## config.mk

```make
export PLATFORM = sky130hd
export DESIGN_NAME = sd_sdma_engine
export DESIGN_NICKNAME = d
export VERILOG_FILES = /design/src/rtl/sdma_pkg.sv /design/src/rtl/sdma_cfg.sv /design/src/rtl/sdma_counter.sv /design/src/rtl/sdma_addr.sv /design/src/rtl/sd_sdma_engine.sv
export SDC_FILE = /design/constraint.sdc
export NUM_CORES = 1
export LEC_CHECK = 0
export BUFFER_PORTS_ARGS = -buffer_cell sky130_fd_sc_hd__clkbuf_2
export CAP_MARGIN = 20
export CELL_PAD_IN_SITES_DETAIL_PLACEMENT = 1
export CELL_PAD_IN_SITES_GLOBAL_PLACEMENT = 2
export CORE_UTILIZATION = 34
export DETAILED_ROUTE_END_ITERATION = 8
export PLACE_DENSITY_LB_ADDON = 0.1
export SLEW_MARGIN = 30
export SYNTH_ARGS = -nofsm -noshare
export SYNTH_HDL_FRONTEND = slang
export SYNTH_SLANG_ARGS = --single-unit
```

## constraint.sdc

```tcl
create_clock -name clk -period 5.4 [get_ports clk]
set_input_delay 1.35 -clock clk [delete_from_list [all_inputs] [get_ports clk]]
set_output_delay 1.35 -clock clk [all_outputs]
set_load 0.1 [all_outputs]
```

## src/rtl/sdma_pkg.sv

```systemverilog
package sdma_pkg;
  localparam int REG_W = 32;

  localparam logic [2:0] SEL_ADDR  = 3'd0;
  localparam logic [2:0] SEL_BSIZE = 3'd1;
  localparam logic [2:0] SEL_BCNT  = 3'd2;
  localparam logic [2:0] SEL_MODE  = 3'd3;
  localparam logic [2:0] SEL_HCTL  = 3'd4;
  localparam logic [2:0] SEL_STS   = 3'd5;

  localparam int MODE_DMA   = 0;
  localparam int MODE_CNT   = 1;
  localparam int MODE_ASTOP = 2;
  localparam int MODE_RD    = 4;
  localparam int MODE_MULTI = 5;

  localparam int STS_DONE = 1;
  localparam int STS_BND  = 3;

  localparam int BND_LSB  = 12;
  localparam int HCTL_LSB = 3;

  typedef struct packed {
    logic rd;
    logic multi;
    logic astop;
  } xfer_mode_t;
endpackage

```

## src/rtl/sdma_cfg.sv

```systemverilog
module sdma_cfg import sdma_pkg::*; #(
  parameter int LEN_W = 12,
  parameter int CNT_W = 16,
  parameter int BND_W = 3
) (
  input  logic             clk,
  input  logic             rst_n,
  input  logic             wr,
  input  logic [2:0]       sel,
  input  logic             busy,
  input  logic [LEN_W-1:0] len_in,
  input  logic [BND_W-1:0] code_in,
  input  logic [CNT_W-1:0] cnt_in,
  input  logic [1:0]       hctl_in,
  input  logic             m_dma,
  input  logic             m_cnt,
  input  logic             m_astop,
  input  logic             m_rd,
  input  logic             m_multi,
  output logic [LEN_W-1:0] len_q,
  output logic [BND_W-1:0] code_q,
  output logic [CNT_W-1:0] cnt_q,
  output xfer_mode_t       mode,
  output logic             start
);
  logic [1:0] hctl_q;

  always_ff @(posedge clk) begin
    if (!rst_n) begin
      len_q  <= '0;
      code_q <= '0;
      cnt_q  <= '0;
      hctl_q <= '0;
    end else if (wr) begin
      if (sel == SEL_BSIZE) begin
        len_q  <= len_in;
        code_q <= code_in;
      end
      if (sel == SEL_BCNT) cnt_q  <= cnt_in;
      if (sel == SEL_HCTL) hctl_q <= hctl_in;
    end
  end

  logic count_ok;
  assign count_ok = !m_multi || (m_cnt && (cnt_q != '0));
  assign start = wr && (sel == SEL_MODE) && !busy && m_dma &&
                 (hctl_q == 2'b00) && (len_q != '0) && count_ok;
  assign mode  = '{rd: m_rd, multi: m_multi, astop: m_astop};
endmodule

```

## src/rtl/sdma_counter.sv

```systemverilog
module sdma_counter #(
  parameter int LEN_W = 12,
  parameter int CNT_W = 16
) (
  input  logic             clk,
  input  logic             rst_n,
  input  logic             start,
  input  logic [LEN_W-1:0] len_in,
  input  logic [CNT_W-1:0] nblk_in,
  input  logic             beat,
  output logic             last
);
  logic [LEN_W-1:0] len_q, byte_q;
  logic [CNT_W-1:0] nblk_q, blk_q;
  logic             blk_end;

  assign blk_end = (byte_q == len_q - LEN_W'(1));
  assign last    = blk_end && (blk_q == nblk_q - CNT_W'(1));

  always_ff @(posedge clk) begin
    if (!rst_n) begin
      len_q  <= '0;
      nblk_q <= '0;
      byte_q <= '0;
      blk_q  <= '0;
    end else if (start) begin
      len_q  <= len_in;
      nblk_q <= nblk_in;
      byte_q <= '0;
      blk_q  <= '0;
    end else if (beat) begin
      if (blk_end) begin
        byte_q <= '0;
        blk_q  <= blk_q + CNT_W'(1);
      end else begin
        byte_q <= byte_q + LEN_W'(1);
      end
    end
  end
endmodule

```

## src/rtl/sdma_addr.sv

```systemverilog
module sdma_addr #(
  parameter int ADDR_W     = 32,
  parameter int BND_W      = 3,
  parameter int BASE_SHIFT = 12
) (
  input  logic              clk,
  input  logic              rst_n,
  input  logic              load,
  input  logic [ADDR_W-1:0] load_val,
  input  logic              start,
  input  logic [BND_W-1:0]  code_in,
  input  logic              beat,
  output logic [ADDR_W-1:0] addr,
  output logic              wrap
);
  logic [BND_W-1:0]  code_q;
  logic [ADDR_W-1:0] mask, next;

  always_comb begin
    for (int i = 0; i < ADDR_W; i++)
      mask[i] = (i < (BASE_SHIFT + int'(code_q)));
  end

  assign next = addr + ADDR_W'(1);
  assign wrap = ((next & mask) == '0);

  always_ff @(posedge clk) begin
    if (!rst_n) begin
      addr   <= '0;
      code_q <= '0;
    end else begin
      if (start) code_q <= code_in;
      if (load)       addr <= load_val;
      else if (beat)  addr <= next;
    end
  end
endmodule

```

## src/rtl/sd_sdma_engine.sv

```systemverilog
module sd_sdma_engine import sdma_pkg::*; #(
  parameter int ADDR_W     = 32,
  parameter int DATA_W     = 8,
  parameter int LEN_W      = 12,
  parameter int CNT_W      = 16,
  parameter int BND_W      = 3,
  parameter int BASE_SHIFT = 12
) (
  input  logic              clk,
  input  logic              rst_n,
  input  logic              cfg_wr,
  input  logic [2:0]        cfg_sel,
  input  logic [REG_W-1:0]  cfg_wdata,
  output logic [ADDR_W-1:0] sys_addr,
  output logic              busy,
  output logic              irq_done,
  output logic              irq_bnd,
  output logic              stop_req,
  input  logic              card_rx_valid,
  input  logic [DATA_W-1:0] card_rx_data,
  output logic              card_rx_ready,
  output logic              card_tx_valid,
  output logic [DATA_W-1:0] card_tx_data,
  input  logic              card_tx_ready,
  output logic              mem_req_valid,
  input  logic              mem_req_ready,
  output logic              mem_req_we,
  output logic [ADDR_W-1:0] mem_req_addr,
  output logic [DATA_W-1:0] mem_req_wdata,
  input  logic              mem_rsp_valid,
  input  logic [DATA_W-1:0] mem_rsp_data,
  output logic              mem_rsp_ready
);
  logic [LEN_W-1:0] len_q;
  logic [BND_W-1:0] code_q;
  logic [CNT_W-1:0] cnt_q, nblk;
  xfer_mode_t       mode_in, mode_q;
  logic             start, last, wrap, beat;

  sdma_cfg #(.LEN_W(LEN_W), .CNT_W(CNT_W), .BND_W(BND_W)) u_cfg (
    .clk(clk), .rst_n(rst_n), .wr(cfg_wr), .sel(cfg_sel), .busy(busy),
    .len_in(cfg_wdata[LEN_W-1:0]), .code_in(cfg_wdata[BND_LSB +: BND_W]),
    .cnt_in(cfg_wdata[CNT_W-1:0]), .hctl_in(cfg_wdata[HCTL_LSB +: 2]),
    .m_dma(cfg_wdata[MODE_DMA]), .m_cnt(cfg_wdata[MODE_CNT]),
    .m_astop(cfg_wdata[MODE_ASTOP]), .m_rd(cfg_wdata[MODE_RD]),
    .m_multi(cfg_wdata[MODE_MULTI]),
    .len_q(len_q), .code_q(code_q), .cnt_q(cnt_q), .mode(mode_in),
    .start(start)
  );

  assign nblk = mode_in.multi ? cnt_q : CNT_W'(1);

  sdma_counter #(.LEN_W(LEN_W), .CNT_W(CNT_W)) u_cnt (
    .clk(clk), .rst_n(rst_n), .start(start), .len_in(len_q),
    .nblk_in(nblk), .beat(beat), .last(last)
  );

  sdma_addr #(.ADDR_W(ADDR_W), .BND_W(BND_W), .BASE_SHIFT(BASE_SHIFT)) u_addr (
    .clk(clk), .rst_n(rst_n),
    .load(cfg_wr && (cfg_sel == SEL_ADDR)), .load_val(cfg_wdata[ADDR_W-1:0]),
    .start(start), .code_in(code_q), .beat(beat),
    .addr(sys_addr), .wrap(wrap)
  );

  logic held_q, last_q, pend_q, have_q;
  logic [DATA_W-1:0] buf_q;
  logic go, tx_fire, rsp_fire, done_now, bnd_set, sts_clr;

  assign go       = busy && !held_q && !last_q;
  assign beat     = mem_req_valid && mem_req_ready;
  assign tx_fire  = have_q && card_tx_ready;
  assign rsp_fire = mem_rsp_valid && mem_rsp_ready;
  assign done_now = busy && (mode_q.rd ? (beat && last) : (tx_fire && last_q));
  assign bnd_set  = beat && !last && wrap;
  assign sts_clr  = cfg_wr && (cfg_sel == SEL_STS);

  assign mem_req_valid = go && (mode_q.rd ? card_rx_valid : !pend_q);
  assign mem_req_we    = mode_q.rd;
  assign mem_req_addr  = sys_addr;
  assign mem_req_wdata = card_rx_data;
  assign card_rx_ready = go && mode_q.rd && mem_req_ready;
  assign mem_rsp_ready = busy && pend_q && !have_q;
  assign card_tx_valid = have_q;
  assign card_tx_data  = buf_q;

  always_ff @(posedge clk) begin
    if (!rst_n) begin
      busy   <= 1'b0;
      mode_q <= '0;
      held_q <= 1'b0;
      last_q <= 1'b0;
      pend_q <= 1'b0;
      have_q <= 1'b0;
      buf_q  <= '0;
    end else if (start) begin
      busy   <= 1'b1;
      mode_q <= mode_in;
      held_q <= 1'b0;
      last_q <= 1'b0;
      pend_q <= 1'b0;
      have_q <= 1'b0;
    end else if (busy) begin
      if (done_now) busy <= 1'b0;
      if (beat && last && !mode_q.rd) last_q <= 1'b1;
      if (beat && !mode_q.rd) pend_q <= 1'b1;
      if (rsp_fire) begin
        have_q <= 1'b1;
        buf_q  <= mem_rsp_data;
      end
      if (tx_fire) begin
        have_q <= 1'b0;
        pend_q <= 1'b0;
      end
      held_q <= bnd_set || (held_q && !(cfg_wr && (cfg_sel == SEL_ADDR)));
    end
  end

  always_ff @(posedge clk) begin
    if (!rst_n) begin
      irq_done <= 1'b0;
      irq_bnd  <= 1'b0;
      stop_req <= 1'b0;
    end else begin
      irq_done <= done_now || (irq_done && !(sts_clr && cfg_wdata[STS_DONE]));
      irq_bnd  <= bnd_set  || (irq_bnd  && !(sts_clr && cfg_wdata[STS_BND]));
      stop_req <= done_now && mode_q.multi && mode_q.astop;
    end
  end
endmodule

```

== Word-level counts from Yosys, hierarchy flattened ==
Cells that the tools add are included.
W data, S select, Z words.
Word-level totals
  bits in registers: 143
  bits of input ports: 58
  output and inout port bits: 89
  word-level logic and storage cells: 149
Operators by class
  $add $sub $neg: 6
  order comparisons: 32
  equality and inequality tests: 7
  multiplexer cells: 13
  bitwise gates (word level): 3
  reductions and logical operators: 66
Operator list (count)
  $lt A6 B32 Y1 const A: 16
  $lt A5 B32 Y1 const A: 8
  $lt A4 B32 Y1 const A: 4
  $lt A3 B32 Y1 const A: 2
  $mux W32: 2
  $logic_and A1 B1 Y1: 34
  $add A32 B1 Y32 const B: 1
  $and A32 B32 Y32: 1
  $logic_not A32 Y1: 1
  $lt A2 B32 Y1 const A: 1
  $add A16 B1 Y16 const B: 1
  $eq A16 B16 Y1: 1
  $mux W16: 1
  $reduce_bool A16 Y1: 1
  $sub A16 B1 Y16 const B: 1
  $reduce_and A2 Y1: 7
  $add A12 B1 Y12 const B: 1
  $eq A12 B12 Y1: 1
  $mux W12: 1
  $reduce_bool A12 Y1: 1
  $sub A12 B1 Y12 const B: 1
  $logic_not A1 Y1: 11
  $mux W1: 9
  $eq A3 B2 Y1 const B: 2
  other kinds (11): 18

== Longest topological paths before layout ==
Gate-level depths: netlist of the first run.
  depth after elaboration: 11
  gate-level depth with buffers: 11
  depth with buffers taken out: 9

== Hierarchy ==
A second synthesis of the first run with hierarchy kept.
Unflattened totals
  cell total of the unflattened synthesis: 1018
  area total of the unflattened synthesis: 8610.8 µm²
Modules (own cells, without submodules)
  sdma_counter: instances 1, cells an instance 420, area an instance 3669.8 µm², sequential area each 1121.1 µm²
  sdma_addr: instances 1, cells an instance 287, area an instance 2237.1 µm², sequential area each 700.7 µm²
  sdma_cfg: instances 1, cells an instance 163, area an instance 1445.1 µm², sequential area each 660.6 µm²
  sd_sdma_engine: instances 1, cells an instance 148, area an instance 1258.7 µm², sequential area each 380.4 µm²

== Worst setup path after synthesis of the first run ==
No wires, ideal clock.
  path kind: in2out
  start point: in card_rx_valid
  end point: out mem_req_valid
  arrival: 4.359 ns
  data required time: 4.050 ns
  setup slack: -0.309 ns
  cell stages on the path: 3
  buffers on the path: 0
  cell sequence: and2_1 nor2_1 nor4_1
On the way
  word-level cells in the longest chain between the ends: 2
RTL lines
  start: declaration: line sd_sdma_engine.sv:19  | input logic card_rx_valid,
  $mux W1: line sd_sdma_engine.sv:77  | assign mem_req_valid = go && (mode_q.rd ? card_rx_valid : !pend_q);
  $logic_and A1 B1 Y1: line sd_sdma_engine.sv:77
  end: declaration: line sd_sdma_engine.sv:25  | output logic mem_req_valid,
No other way between the ends.

== Worst setup path after layout of the first run ==
  start point: in mem_req_ready
  end point: out card_rx_ready
On the way
  word-level cells in the longest chain between the ends: 1
RTL lines
  start: declaration: line sd_sdma_engine.sv:26  | input logic mem_req_ready,
  $logic_and A1 B1 Y1: line sd_sdma_engine.sv:81  | assign card_rx_ready = go && mode_q.rd && mem_req_ready;
  end: declaration: line sd_sdma_engine.sv:21  | output logic card_rx_ready,
No other way between the ends.

==> results.yml, run 1 <==
run_status:
  status: "finished with violations"
  violations: "DRC"
critical_path:
  critical-path-top-delay-family: "simple AND/OR/NAND/NOR gates"
  cpMaxStageDelayCell: "nor4bb_1"
  cp_max_fo: 4
  crit_path_frequent_cell: "clkbuf_2"
  timing_worst_setup_path_type: "in2out"
  path_cells: "clkbuf_2 -> nor4bb_1 -> and2_1 -> clkbuf_2"
  required_ns: 4.05
  critical_path_buf_inv_count: 2
  cpPeakStageDelay_ns: 0.47
  cp-end-kind: "primary output"
  cp-start-kind: "primary input"
  crit_arrival_ns: 2.55
clock_network:
  postCtsHoldBufs: 0
  cts_setup_buffers: 0
  tritoncts: "yes"
  cts_buffer_depth: 2
  cts_resized: 0
  insertion_delay_ns: 0.43
  cts_sinks: 143
  clk_pin_slew_ns: 0.06
  h-tree-depth: 4
  numCtsBuffers: 17
  root_buffer: "clkbuf_16"
finish:
  syn_to_final_growth_pct: 15.72
  fillers: 2720
  multi_input_area_sq_mm: 0.004288
  nets: 1121
  diodes: 0
  seqCellArea_sq_mm: 0.002863
  final_util_pct: 40.47
  layout-drive-gt1-share_pct: 17.83
global_routing:
  grt.overflow.total: 0
  antenna_found_initial: 2
  grt_use_total_pct: 20.51
  grt_max_degree: 66
  grt_pass1_vias: 6952
  grt_pass1_wl_mm: 37.89
logic_synthesis:
  netlist_area_sq_mm: 0.007679
  synth_warnings: 0
  synth_edf_count: 0
  netlist_instances: 996
  ys.flop_type: "dfxtp_1"
  syn_avg_cell_area_sq_um: 7.709
  async_flop_share_pct: 0
  ys_ff_latch: 143
  synth_cell_types: 66
  ys_seq_area_share_pct: 37.28
  syn-num-nets: 1059
route:
  wl_mm: 23.34
  drtAntennaViolNets: 0
  drc: 5
  dr.pass1.iters: 6
  post_drt_wl_per_cell_um: 17.28
  dr_total_vias: 7089
  drt_iter0_drc: 337
  viasPerCell: 5.247
timing:
  setup_violations: 0
  min_period_ns: 3.904
  finalCritPeriodShare_pct: 72.31
  rsz0062_at_grt: "no"
  drv_slew: 0
  fin_skew_ns: 0.01380
  holdWs_ns: 0.4552
  worst_pin_slew_ns: 0.9806
  final-hold-violation-count: 0
  fmax_ghz: 0.2561
  fin_setup_tns_ns: 0
  relSlewSlack_pct: 34.34
die:
  ioPinCount: 147
  die_y_um: 152.3
  initial_core_util_pct: 34.97
  die_area_sq_mm: 0.02319
  num_rows: 54
  die_x_um: 152.3
  core_sq_mm: 0.02196
hold_path:
  hp-class: "reg2reg"
place:
  hpwl_mm: 16.65
  gp_congestion: 0.8144
  portBuffers: 130
power:
  p_per_area_mw_per_mm2: 291.3
  p_leak_nw: 3.323
  ir_worst_vdd_mv: 0.1775
run:
  drv_cap: 0
[state kept, by name, indices dropped and copies added (netlist names)]
name,count
busy,1
card_tx_data,8
card_tx_valid,1
held_q,1
irq_bnd,1
irq_done,1
last_q,1
mem_req_we,1
mode_q,2
pend_q,1
stop_req,1
u_addr.addr,32
u_addr.code_q,3
u_cfg.cnt_q,16
u_cfg.code_q,3
u_cfg.hctl_q,2
u_cfg.len_q,12
u_cnt.blk_q,16
u_cnt.byte_q,12
u_cnt.len_q,12
u_cnt.nblk_q,16
[worst register-to-register path, stage by stage, from the launching register on]
cell and delay (ns):
dfxtp_1 0.36, inv_1 0.08, ha_1 0.36, or4b_2 0.62, a31oi_1 0.23, o311ai_1 0.13
buf_4 0.19, or4_1 0.57, or4_1 0.52, a21oi_1 0.15
[power breakdown]
group | internal (mW) | switching [mW] | leakage, nW
combinational | 0.0478 | 0.194 | 1.87
clock | 0.750 | 0.509 | 0.297
sequential | 1.07 | 0.0205 | 1.15
[area by class of cell]
type	instances	area share (%)
Clock inverter	13	1.957
Inverter	15	0.6477
Clock buffer	19	4.985
Sequential cell	143	32.22
Multi-Input combinational cell	743	48.25
Tap cell	280	3.943
Timing Repair Buffer	138	7.998
[placed cells by master, fill, tap and decap left out, types with 4 or more instances in the layout]
cell type / n
a21oi_1: 93
inv_6: 5
a311oi_1: 4
xor2_1: 36
inv_1: 14
xnor2_1: 49
nand3_1: 48
or4_1: 5
dfxtp_1: 143
clkbuf_16: 17
nor3_1: 18
nor3b_1: 4
ha_1: 5
and4_1: 5
nor2_1: 88
nand2_1: 176
buf_4: 8
a211oi_1: 32
nor4b_1: 5
a21o_1: 5
o21ai_0: 19
a31oi_1: 5
nand4_1: 25
and3_1: 14
nor4_1: 18
mux2i_1: 5
or3_1: 12
nand3b_1: 6
clkbuf_2: 130
and2_1: 6
[synth_stat cells (6+ instances only)]
| master | instances | area share (%) |
|---|---|---|
| nor4_1 | 20 | 1.6 |
| dfxtp_1 | 143 | 37 |
| nand3b_1 | 6 | 0.59 |
| nand2_1 | 177 | 8.7 |
| nand3_1 | 48 | 3.1 |
| inv_1 | 15 | 0.73 |
| or3_1 | 12 | 0.98 |
| a211oi_1 | 32 | 3.1 |
| nand4_1 | 25 | 2.0 |
| a21oi_1 | 94 | 6.1 |
| nor2_1 | 88 | 4.3 |
| and2_1 | 6 | 0.49 |
| o21ai_0 | 20 | 1.3 |
| xnor2_1 | 49 | 5.6 |
| and3_1 | 14 | 1.1 |
| xor2_1 | 36 | 4.1 |
| nor3_1 | 19 | 1.2 |
| buf_4 | 40 | 3.9 |
| clkbuf_1 | 54 | 2.6 |
[per-layer routing]
| layer | part of all wire [%] | routed length, um | track usage, % |
|---|---|---|---|
| met1 | 50 | 11630 | 28.05 |
| met2 | 45 | 10430 | 32.76 |
| met3 | 4.7 | 1101 | 4.352 |
| met4 | 0.78 | 181 | 5.005 |
| met5 | 0 | 0 | 0 |
[worst paths after layout]
kind	startpoint	endpoint	slack, ns	depth (start not counted)
setup reg to reg	u_cnt.len_q[0]	u_cnt.blk_q[11]	2.11	9
hold / removal	card_tx_data[7]	card_tx_data[7]	0.46	2
hold reg to reg	card_tx_data[7]	card_tx_data[7]	0.46	2
setup / recovery	mem_req_ready	card_rx_ready	1.50	4
[per-stage QoR]
step	setup WS (ns)	power [mW]	cells	cell area, sq um
after floorplan	0.8732	1.326	996	7685
after global placement	1.523	1.355	1319	8257
after detailed placement	1.516	1.356	1319	8269
after CTS	1.515	2.624	1351	8886
after global routing	1.366	2.682	1351	8886
final	1.496	2.589	1351	8886
[kinds of logic (layout without fill, tap and decap cells)]
logic type | count (synthesis) | after routing | synth area share (%)
AOI/OAI and AO/OA | 195 | 195 | 16.03
xor gates and xnor gates | 85 | 85 | 9.695
adders and majority gates | 5 | 5 | 0.8147
buffers and inverters | 110 | 185 | 7.332
DFF | 143 | 143 | 37.28
muxes | 5 | 5 | 0.6518
and+or+nand+nor | 453 | 453 | 28.19
No activity file was read; power rests on OpenSTA's default activity.
==> run 2: changes to the inputs <==
CORE_UTILIZATION = 32   (was 34)
clock period = 3.9 ns   (was 5.4 ns; I/O delays follow)
==> run 2 against run 1 <==
  * The run now ends clean
  * Combinational power grew 39%
  * Power grew 34%
  * Critical path depth grew 5
  * Clock skew is essentially flat
==> results.yml, run 2 (synthesized netlist as in run 1, its figures left out) <==
run_status:
  status: "finished clean"
die:
  num_rows: 56
  die_y_um: 156.9
  die_area_sq_mm: 0.02462
  core_sq_mm: 0.02347
  ioPinCount: 147
  initial_core_util_pct: 32.71
  die_x_um: 156.9
clock_network:
  postCtsHoldBufs: 0
  h-tree-depth: 4
  cts_setup_buffers: 0
  root_buffer: "clkbuf_16"
  cts_resized: 0
  cts_sinks: 143
  clk_pin_slew_ns: 0.07
  cts_buffer_depth: 2
  tritoncts: "yes"
  numCtsBuffers: 17
  insertion_delay_ns: 0.44
power:
  p_per_area_mw_per_mm2: 388.6
  p_switching_mw: 1.070
  power_switching_share_pct: 30.77
  p_comb_share_pct: 9.7
  ir_worst_vdd_mv: 0.2222
  pwr-share-seq_pct: 43.3
  power.internal_mw: 2.407
  p_leak_nw: 3.331
  clockPowerShare_pct: 47.0
timing:
  rsz0062_at_grt: "no"
  final-hold-violation-count: 0
  relSlewSlack_pct: 49.92
  worst_pin_slew_ns: 0.7494
  fin_setup_tns_ns: 0
  drv_slew: 0
  min_period_ns: 3.287
  finalCritPeriodShare_pct: 84.28
  setup_violations: 0
  fmax_ghz: 0.3042
  fin_skew_ns: 0.01423
place:
  hpwl_mm: 17.48
  gp_congestion: 0.8317
  portBuffers: 130
critical_path:
  cp_max_fo: 8
  path_cells: "inv_1 -> ha_1 -> or4b_1 -> o21ai_0 -> a311o_1 -> nand3_1 -> or4_1 -> or4_4 -> a41o_1"
  timing_worst_setup_path_type: "reg2reg"
  required_ns: 4.22
  critical-path-top-delay-family: "simple AND/OR/NAND/NOR gates"
  crit_arrival_ns: 3.60
  cpMaxStageDelayCell: "or4_4"
  cpPeakStageDelay_ns: 0.55
  cp-start-kind: "flip-flop"
  critical_path_buf_inv_count: 1
  cp-end-kind: "flip-flop"
finish:
  layout-drive-gt1-share_pct: 18.14
  diodes: 0
  largest_register: "u_addr.addr"
  seqCellArea_sq_mm: 0.002863
  multi_input_area_sq_mm: 0.004292
  syn_to_final_growth_pct: 16.52
  final_common_cell: "nand2_1"
  nets: 1125
  final_util_pct: 38.12
  fillers: 2908
  final_cell_mix: "nand2_1, dfxtp_1, clkbuf_2, a21oi_1, nor2_1"
  largest_reg_flops: 32
global_routing:
  grt.overflow.total: 0
  grt_use_total_pct: 20.02
  antenna_found_initial: 0
  grt_max_degree: 67
  grt_pass1_vias: 6883
  grt_pass1_wl_mm: 38.10
run:
  drv_cap: 0
route:
  wl_mm: 23.80
  post_drt_wl_per_cell_um: 17.07
  drc: 0
  drt_iter0_drc: 258
  viasPerCell: 5.136
  drtAntennaViolNets: 0
  dr_total_vias: 7160
  dr.pass1.iters: 4
hold_path:
  hp-class: "reg2reg"
-- run 2: cell count changes in the layout (fill, tap and decap cells not counted), sizes merged --
cell | before | now
inv | 20 | 25
buf | 8 | 12
bufinv | 3 | 0
clkbuf | 149 | 147
clkinv | 3 | 2
clkinvlp | 2 | 3
-- run 2: worst min-delay path, delay by kind of cell (launching register included) --
kind	cells	cell delay (ns)
flip-flops	1	0.31
AO/OA/AOI/OAI	1	0.05
AND/OR/NAND/NOR	1	0.05
-- run 2: path summary, 6_finish.rpt --
check / from / cells after the start / slack [ns] / to
max reg2reg: u_cnt.nblk_q[0] / 9 / 0.61 / busy
min: card_tx_data[5] / 2 / 0.46 / card_tx_data[5]
max: u_cnt.nblk_q[0] / 9 / 0.61 / busy
min reg2reg: card_tx_data[5] / 2 / 0.46 / card_tx_data[5]
-- run 2: cell type report --
type	count	area share, %
repair buffers	142	8.418
well taps	319	4.461
flip-flops and latches	143	32.00
clock inverters	15	1.762
inverters	15	0.6433
clock buffers	17	4.755
multi-input cells	743	47.97
-- run 2: layer usage --
layer,wire (um),up-vias,track usage [%]
met5,0,-,0
met4,228,0,4.995
met3,982,16,3.552
met2,10550,138,31.09
met1,12040,3408,28.40
li1,-,3598,-
-- run 2: stage by stage --
step           setup WS (ns)  hold slack (ns)  total power, mW  std cells  cell area [sq um]
6_report              0.6131           0.4573            3.477       1394               8947
5_1_grt               0.4284           0.4758            3.611       1394               8947
4_1_cts               0.5907           0.4595            3.530       1394               8935
3_5_place_dp          0.3561           0.4498            1.880       1362               8352
3_3_place_gp          0.4730           0.4438            1.879       1362               8352
2_1_floorplan         0.3100           0.4321            1.836        996               7694
-- run 2: power groups by stage --
| stage | Clock [mW] | Combinational (mW) | Sequential [mW] |
|---|---|---|---|
| floorplan | 0 | 0.223 | 1.61 |
| global placement | 0 | 0.339 | 1.54 |
| detailed placement | 0 | 0.340 | 1.54 |
| CTS | 1.68 | 0.341 | 1.51 |
| global route | 1.75 | 0.355 | 1.51 |
| finish | 1.63 | 0.337 | 1.51 |
